[src/rtl/dma_cc_pkg.sv]
package dma_cc_pkg;
   typedef enum logic [1:0] {
      CH_DIS   = 2'd0,
      CH_XFER  = 2'd1,
      CH_PAUSE = 2'd2
   } ch_state_e;

   localparam int          STAT_W  = 3;
   localparam int          MODE_W  = 2;
   localparam logic [2:0]  ST_IDLE = 3'b000;
   localparam logic [2:0]  ST_DONE = 3'b101;
   localparam logic [2:0]  ST_HELD = 3'b111;

   localparam logic [1:0]  ARB_RR   = 2'd0;
   localparam logic [1:0]  ARB_LOW  = 2'd1;
   localparam logic [1:0]  ARB_HIGH = 2'd2;
endpackage

[src/rtl/dma_prio_reg.sv]
module dma_prio_reg
   import dma_cc_pkg::*;
#(
   parameter logic [MODE_W-1:0] RESET_MODE = ARB_RR
) (
   input  logic              clk,
   input  logic              rst_n,
   input  logic              wr,
   input  logic              locked,
   input  logic [MODE_W-1:0] wdata,
   output logic [MODE_W-1:0] mode_o
);
   logic [MODE_W-1:0] mode_q;

   always_ff @(posedge clk or negedge rst_n) begin
      if (!rst_n)
         mode_q <= RESET_MODE;
      else if (wr && !locked)
         mode_q <= wdata;
   end

   assign mode_o = mode_q;
endmodule

[src/rtl/dma_chan_fsm.sv]
module dma_chan_fsm
   import dma_cc_pkg::*;
(
   input  logic              clk,
   input  logic              rst_n,
   input  logic              run_ok,
   input  logic              hold_req,
   input  logic              kill,
   input  logic              owner,
   input  logic              gap,
   input  logic              done,
   output logic              xfer_o,
   output logic              xfer_nx_o,
   output logic [STAT_W-1:0] status_o
);
   ch_state_e         st_q, st_n;
   logic [STAT_W-1:0] stat_q, stat_n;
   logic              at_gap;

   // A channel not owning the bus has no transfer in flight.
   assign at_gap = !owner || gap;

   always_comb begin
      st_n   = st_q;
      stat_n = stat_q;
      unique case (st_q)
         CH_DIS: begin
            if (run_ok) begin
               st_n   = CH_XFER;
               stat_n = ST_IDLE;
            end
         end
         CH_XFER: begin
            if (done) begin
               st_n   = CH_DIS;
               stat_n = ST_DONE;
            end else if (kill) begin
               st_n   = CH_DIS;
            end else if (hold_req && at_gap) begin
               st_n   = CH_PAUSE;
               stat_n = ST_HELD;
            end
         end
         CH_PAUSE: begin
            if (kill) begin
               st_n   = CH_DIS;
            end else if (run_ok) begin
               st_n   = CH_XFER;
               stat_n = ST_IDLE;
            end
         end
         default: begin
            st_n   = CH_DIS;
            stat_n = ST_IDLE;
         end
      endcase
   end

   always_ff @(posedge clk or negedge rst_n) begin
      if (!rst_n) begin
         st_q   <= CH_DIS;
         stat_q <= ST_IDLE;
      end else begin
         st_q   <= st_n;
         stat_q <= stat_n;
      end
   end

   assign xfer_o    = (st_q == CH_XFER);
   assign xfer_nx_o = (st_n == CH_XFER);
   assign status_o  = stat_q;
endmodule

[src/rtl/dma_chan_arb.sv]
module dma_chan_arb
   import dma_cc_pkg::*;
#(
   parameter int NCH = 3
) (
   input  logic              clk,
   input  logic              rst_n,
   input  logic [MODE_W-1:0] mode,
   input  logic [NCH-1:0]    req,
   input  logic [NCH-1:0]    gap,
   output logic [NCH-1:0]    grant_o
);
   localparam int IDX_W = (NCH > 1) ? $clog2(NCH) : 1;

   logic [NCH-1:0]   grant_q, grant_n;
   logic [IDX_W-1:0] own_idx;
   logic             keep;

   always_comb begin
      own_idx = IDX_W'(NCH - 1);
      for (int i = 0; i < NCH; i++)
         if (grant_q[i]) own_idx = IDX_W'(i);
   end

   assign keep = (|(grant_q & req)) && !(|(grant_q & gap));

   always_comb begin
      logic found;
      found   = 1'b0;
      grant_n = '0;
      if (keep) begin
         grant_n = grant_q;
      end else begin
         case (mode)
            ARB_LOW: begin
               for (int i = 0; i < NCH; i++)
                  if (!found && req[i]) begin
                     grant_n[i] = 1'b1;
                     found      = 1'b1;
                  end
            end
            ARB_HIGH: begin
               for (int i = NCH - 1; i >= 0; i--)
                  if (!found && req[i]) begin
                     grant_n[i] = 1'b1;
                     found      = 1'b1;
                  end
            end
            default: begin
               for (int k = 1; k <= NCH; k++) begin
                  int j;
                  j = (int'(own_idx) + k) % NCH;
                  if (!found && req[j]) begin
                     grant_n[j] = 1'b1;
                     found      = 1'b1;
                  end
               end
            end
         endcase
      end
   end

   always_ff @(posedge clk or negedge rst_n) begin
      if (!rst_n) grant_q <= '0;
      else        grant_q <= grant_n;
   end

   assign grant_o = grant_q;
endmodule

[src/rtl/dma_chan_ctrl.sv]
module dma_chan_ctrl
   import dma_cc_pkg::*;
#(
   parameter int NCH    = 3,
   parameter int HALT_W = 4
) (
   input  logic                  clk,
   input  logic                  rst_n,
   input  logic                  all_en,
   input  logic [HALT_W-1:0]     all_halt,
   input  logic                  prio_wr,
   input  logic [MODE_W-1:0]     prio_wdata,
   input  logic [NCH-1:0]        ch_en,
   input  logic [NCH-1:0]        ch_pause,
   input  logic [NCH-1:0]        xfer_gap,
   input  logic [NCH-1:0]        xfer_done,
   output logic [NCH-1:0]        active,
   output logic [NCH-1:0]        grant,
   output logic [STAT_W*NCH-1:0] status,
   output logic                  stopped,
   output logic [MODE_W-1:0]     arb_mode
);
   if (NCH < 2 || NCH > 32) begin : g_bad_nch
      $error("dma_chan_ctrl: NCH must be in 2..32");
   end
   if (HALT_W < 1) begin : g_bad_halt
      $error("dma_chan_ctrl: HALT_W must be at least 1");
   end

   logic           halt_any;
   logic [NCH-1:0] act_nx;
   logic           stopped_q;

   assign halt_any = |all_halt;

   dma_prio_reg u_prio (
      .clk    (clk),
      .rst_n  (rst_n),
      .wr     (prio_wr),
      .locked (all_en),
      .wdata  (prio_wdata),
      .mode_o (arb_mode)
   );

   for (genvar c = 0; c < NCH; c++) begin : g_ch
      logic run_ok, hold_req, kill;
      assign kill     = !all_en || !ch_en[c];
      assign hold_req = halt_any || ch_pause[c];
      assign run_ok   = !kill && !hold_req;

      dma_chan_fsm u_fsm (
         .clk       (clk),
         .rst_n     (rst_n),
         .run_ok    (run_ok),
         .hold_req  (hold_req),
         .kill      (kill),
         .owner     (grant[c]),
         .gap       (xfer_gap[c]),
         .done      (xfer_done[c]),
         .xfer_o    (active[c]),
         .xfer_nx_o (act_nx[c]),
         .status_o  (status[STAT_W*c +: STAT_W])
      );
   end

   dma_chan_arb #(.NCH(NCH)) u_arb (
      .clk     (clk),
      .rst_n   (rst_n),
      .mode    (arb_mode),
      .req     (act_nx),
      .gap     (xfer_gap),
      .grant_o (grant)
   );

   always_ff @(posedge clk or negedge rst_n) begin
      if (!rst_n) stopped_q <= 1'b0;
      else        stopped_q <= halt_any && (act_nx == '0);
   end

   assign stopped = stopped_q;
endmodule

[config.mk]
export PLATFORM = sky130hd
export DESIGN_NAME = dma_chan_ctrl
export DESIGN_NICKNAME = d
export VERILOG_FILES = /design/src/rtl/dma_cc_pkg.sv /design/src/rtl/dma_prio_reg.sv /design/src/rtl/dma_chan_fsm.sv /design/src/rtl/dma_chan_arb.sv /design/src/rtl/dma_chan_ctrl.sv
export SDC_FILE = /design/constraint.sdc
export NUM_CORES = 1
export LEC_CHECK = 0
export BUFFER_PORTS_ARGS = -buffer_cell sky130_fd_sc_hd__buf_2
export CAP_MARGIN = 20
export CORE_MARGIN = 1.5
export CORE_UTILIZATION = 55
export CTS_BUF_LIST = sky130_fd_sc_hd__clkbuf_16
export CTS_CLUSTER_SIZE = 28
export DETAILED_ROUTE_END_ITERATION = 16
export PLACE_DENSITY = 0.81
export SLEW_MARGIN = 20
export SYNTH_ARGS = -nofsm -noshare
export SYNTH_HDL_FRONTEND = slang
export SYNTH_SLANG_ARGS = --single-unit
export TNS_END_PERCENT = 50
[constraint.sdc]
create_clock -name clk -period 3.4 [get_ports clk]
set_clock_uncertainty 0.2 [all_clocks]
set_input_delay 0.68 -clock clk [delete_from_list [all_inputs] [get_ports clk]]
set_output_delay 0.68 -clock clk [all_outputs]
set_load 0.03 [all_outputs]
==> out/results.tsv <==
metric	value	unit
r2r-end	u_arb.grant_o[2]	
drtAntennaViolNets	0	
ys_ff_latch	18	
post_cts_buffers	0	
cp-end-kind	register	
synth_area	1460	sq um
synth.net_count	194	
post_drt_wl_per_cell	15.2	microns
ff2ff_path_depth	9	
multi_input_area	870	sq um
grt_pass1_vias	1246	
cts_root_buffer	clkbuf_16	
area_growth	14.8	%
finalHoldViolations	0	
powerDensity	478	nW/um^2
power.internal	0.000497	W
yosysSeqAreaShare	30.9	%
crit_fanout	7	
p_leak	0.808	nW
syn_area_per_cell	8.77	sq um
hold_buffers	0	
final_util	66.9	%
pwr-share-clk	28.8	%
nNetsFinal	225	
grt_pass1_wl	5.49	mm
slowest_delay	0.48	ns
cp-start-kind	register	
antenna_found_initial	0	
synth-edff-count	0	
synth.distinct_cells	47	
cts_max_path_buffers	2	
grt_overflow	0	
critical-path-slowest-cell	dfrtp_1	
via_count	1385	
final_common_cell	buf_2	
setup_ws	0.710	ns
drive_above_1_share	30.8	%
seqPwrFrac	32.2	%
hold_class	in -> async	
htree_levels	1	
die_h	54.5	microns
drt_pass1_iterations	4	
core	2500	sq um
ir_drop	0.000420	V
ys.flop_type	dfrtp_1	
critical_path.top_delay_family	simple AND/OR/NAND/NOR gates	
cts_buffers	3	
mostFrequentLayoutCells	buf_2 (39), dfrtp_1 (18), nand2_1 (14), nor2_1 (14), a21oi_1 (10)	
track_usage	25.4	%
die_width	54.5	microns
cts_tree	yes	
vias_per_cell	6.16	
crit_arrival	2.62	ns
antenna_cells	0	
slew-limit-headroom	69.9	%
run_status	finished, final reports clean	
synthCells	166	
drt_iter0_drc	71	
wl	3.42	mm
post-place-ws	0.567	ns
fin_tns_setup	0	ns
initial_core_util	58.3	%
die_area	2970	sq um
setup_viol	0	
critPathBufInv	1	
power_switching	0.000302	W
insertion_delay	0.25	ns
switching_share	37.8	%
crit-reg2reg-launch	u_arb.grant_o[1]	
ys_warn_count	0	
path_cells	nor2_1 > or2_2 > ha_1 > inv_1 > a31oi_1 > and4_1 > nor3_2 > o221ai_1 > a22o_1	
period_minus_slack	2.69	ns
grt_start_max_net_pins	19	
async_flop_share	100	%
critPathKind	reg -> reg	
ios	40	
p_comb_share	39.0	%
r2r_setup_slack	0.71	ns
rsz0062_at_grt	no	
seq_area	450	sq um
clock-sinks	18	
num_rows	18	
max_freq	372	MHz
dpl.hpwl	2.61	mm
routabilityCongestion	0.990	
drv_slew	0	
fill_cells	201	
maxCapViolations	0	
path_depth	9	
clk_pin_slew_worst_paths	0.05	ns
cts_resized	0	
portBuffers	39	
drc	0	
worstMarginPinSlew	0.451	ns
crit_required	3.33	ns
min_period_over_period	79.1	%
## sequential cells by signal, summed over array words and instances (netlist names)
signal	cells
stopped	1
u_prio.mode_o	2
g_ch.u_fsm.status_o	6
g_ch.u_fsm.st_q	6
u_arb.grant_o	3
## synthesized netlist by cell type (3+ instances only)
| library cell | n | area, sq um |
|---|---|---|
| dfrtp_1 | 18 | 450 |
| nand2_1 | 14 | 52.6 |
| nor2_1 | 14 | 52.6 |
| a21oi_1 | 10 | 50.1 |
| buf_4 | 9 | 67.6 |
| o21ai_0 | 9 | 45.0 |
| inv_1 | 8 | 30.0 |
| nor3_1 | 8 | 40.0 |
| nand2b_1 | 7 | 43.8 |
| ha_1 | 6 | 75.1 |
| nor2b_1 | 6 | 37.5 |
| a31oi_1 | 4 | 25.0 |
| o211ai_1 | 4 | 30.0 |
| and3_1 | 3 | 18.8 |
| nand3_1 | 3 | 15.0 |
## routing by layer
metal | track usage (%) | routed length (microns)
met1 | 32.3 | 1510
met2 | 43.6 | 1640
met3 | 2.46 | 221
met4 | 10.8 | 52
met5 | 0 | 0
## cell type report
cell class                      instances  share of cell area [%]
Inverter                               11                    2.62
Multi-Input combinational cell        124                    52.0
Clock buffer                            3                    4.49
Timing Repair Buffer                   39                    11.7
Tap cell                               30                    2.25
Sequential cell                        18                    26.9
## stage by stage
stage | instance area, sq um | total power, W | std cells | hold WS, ns
2_1_floorplan | 1460 | 0.000494 | 166 | 0.184
3_3_place_gp | 1600 | 0.000557 | 222 | 0.293
3_5_place_dp | 1600 | 0.000565 | 222 | 0.307
4_1_cts | 1670 | 0.000797 | 225 | 0.182
5_1_grt | 1670 | 0.000839 | 225 | 0.206
6_report | 1670 | 0.000799 | 225 | 0.162
## cell families after synthesis
family	after synthesis	synth area share [%]
multiplexers	2	1.37
AND/OR/NAND/NOR	68	26.0
AO/OA/AOI/OAI	48	27.1
buffers and inverters	24	9.36
flip-flops	18	30.9
adder cells (fa/ha/maj)	6	5.15
## worst reg2reg max path, cell delays in order, from the launching register on
cell and delay, ns:
dfrtp_1 0.48, nor2_1 0.08, or2_2 0.31, ha_1 0.40, inv_1 0.23, a31oi_1 0.13, and4_1 0.23, nor3_2 0.16
o221ai_1 0.14, a22o_1 0.22
## power groups by stage
stage	registers (W)	logic, W	clock network [W]
after global placement	0.000258	0.000299	0
after floorplan	0.000277	0.000216	0
after detailed placement	0.000260	0.000306	0
after CTS	0.000256	0.000307	0.000234
after global routing	0.000260	0.000337	0.000242
final	0.000257	0.000312	0.000230
## worst max path at each step
stage / from / endpoint
finish: u_arb.grant_o[1] / u_arb.grant_o[2]
global route: u_arb.grant_o[1] / u_arb.grant_o[2]
CTS: u_arb.grant_o[1] / u_arb.grant_o[2]
detailed placement: all_halt[1] / u_arb.grant_o[1]
global placement: all_halt[1] / u_arb.grant_o[0]
floorplan: all_halt[1] / u_arb.grant_o[0]
(Power assumes the default switching activity.)
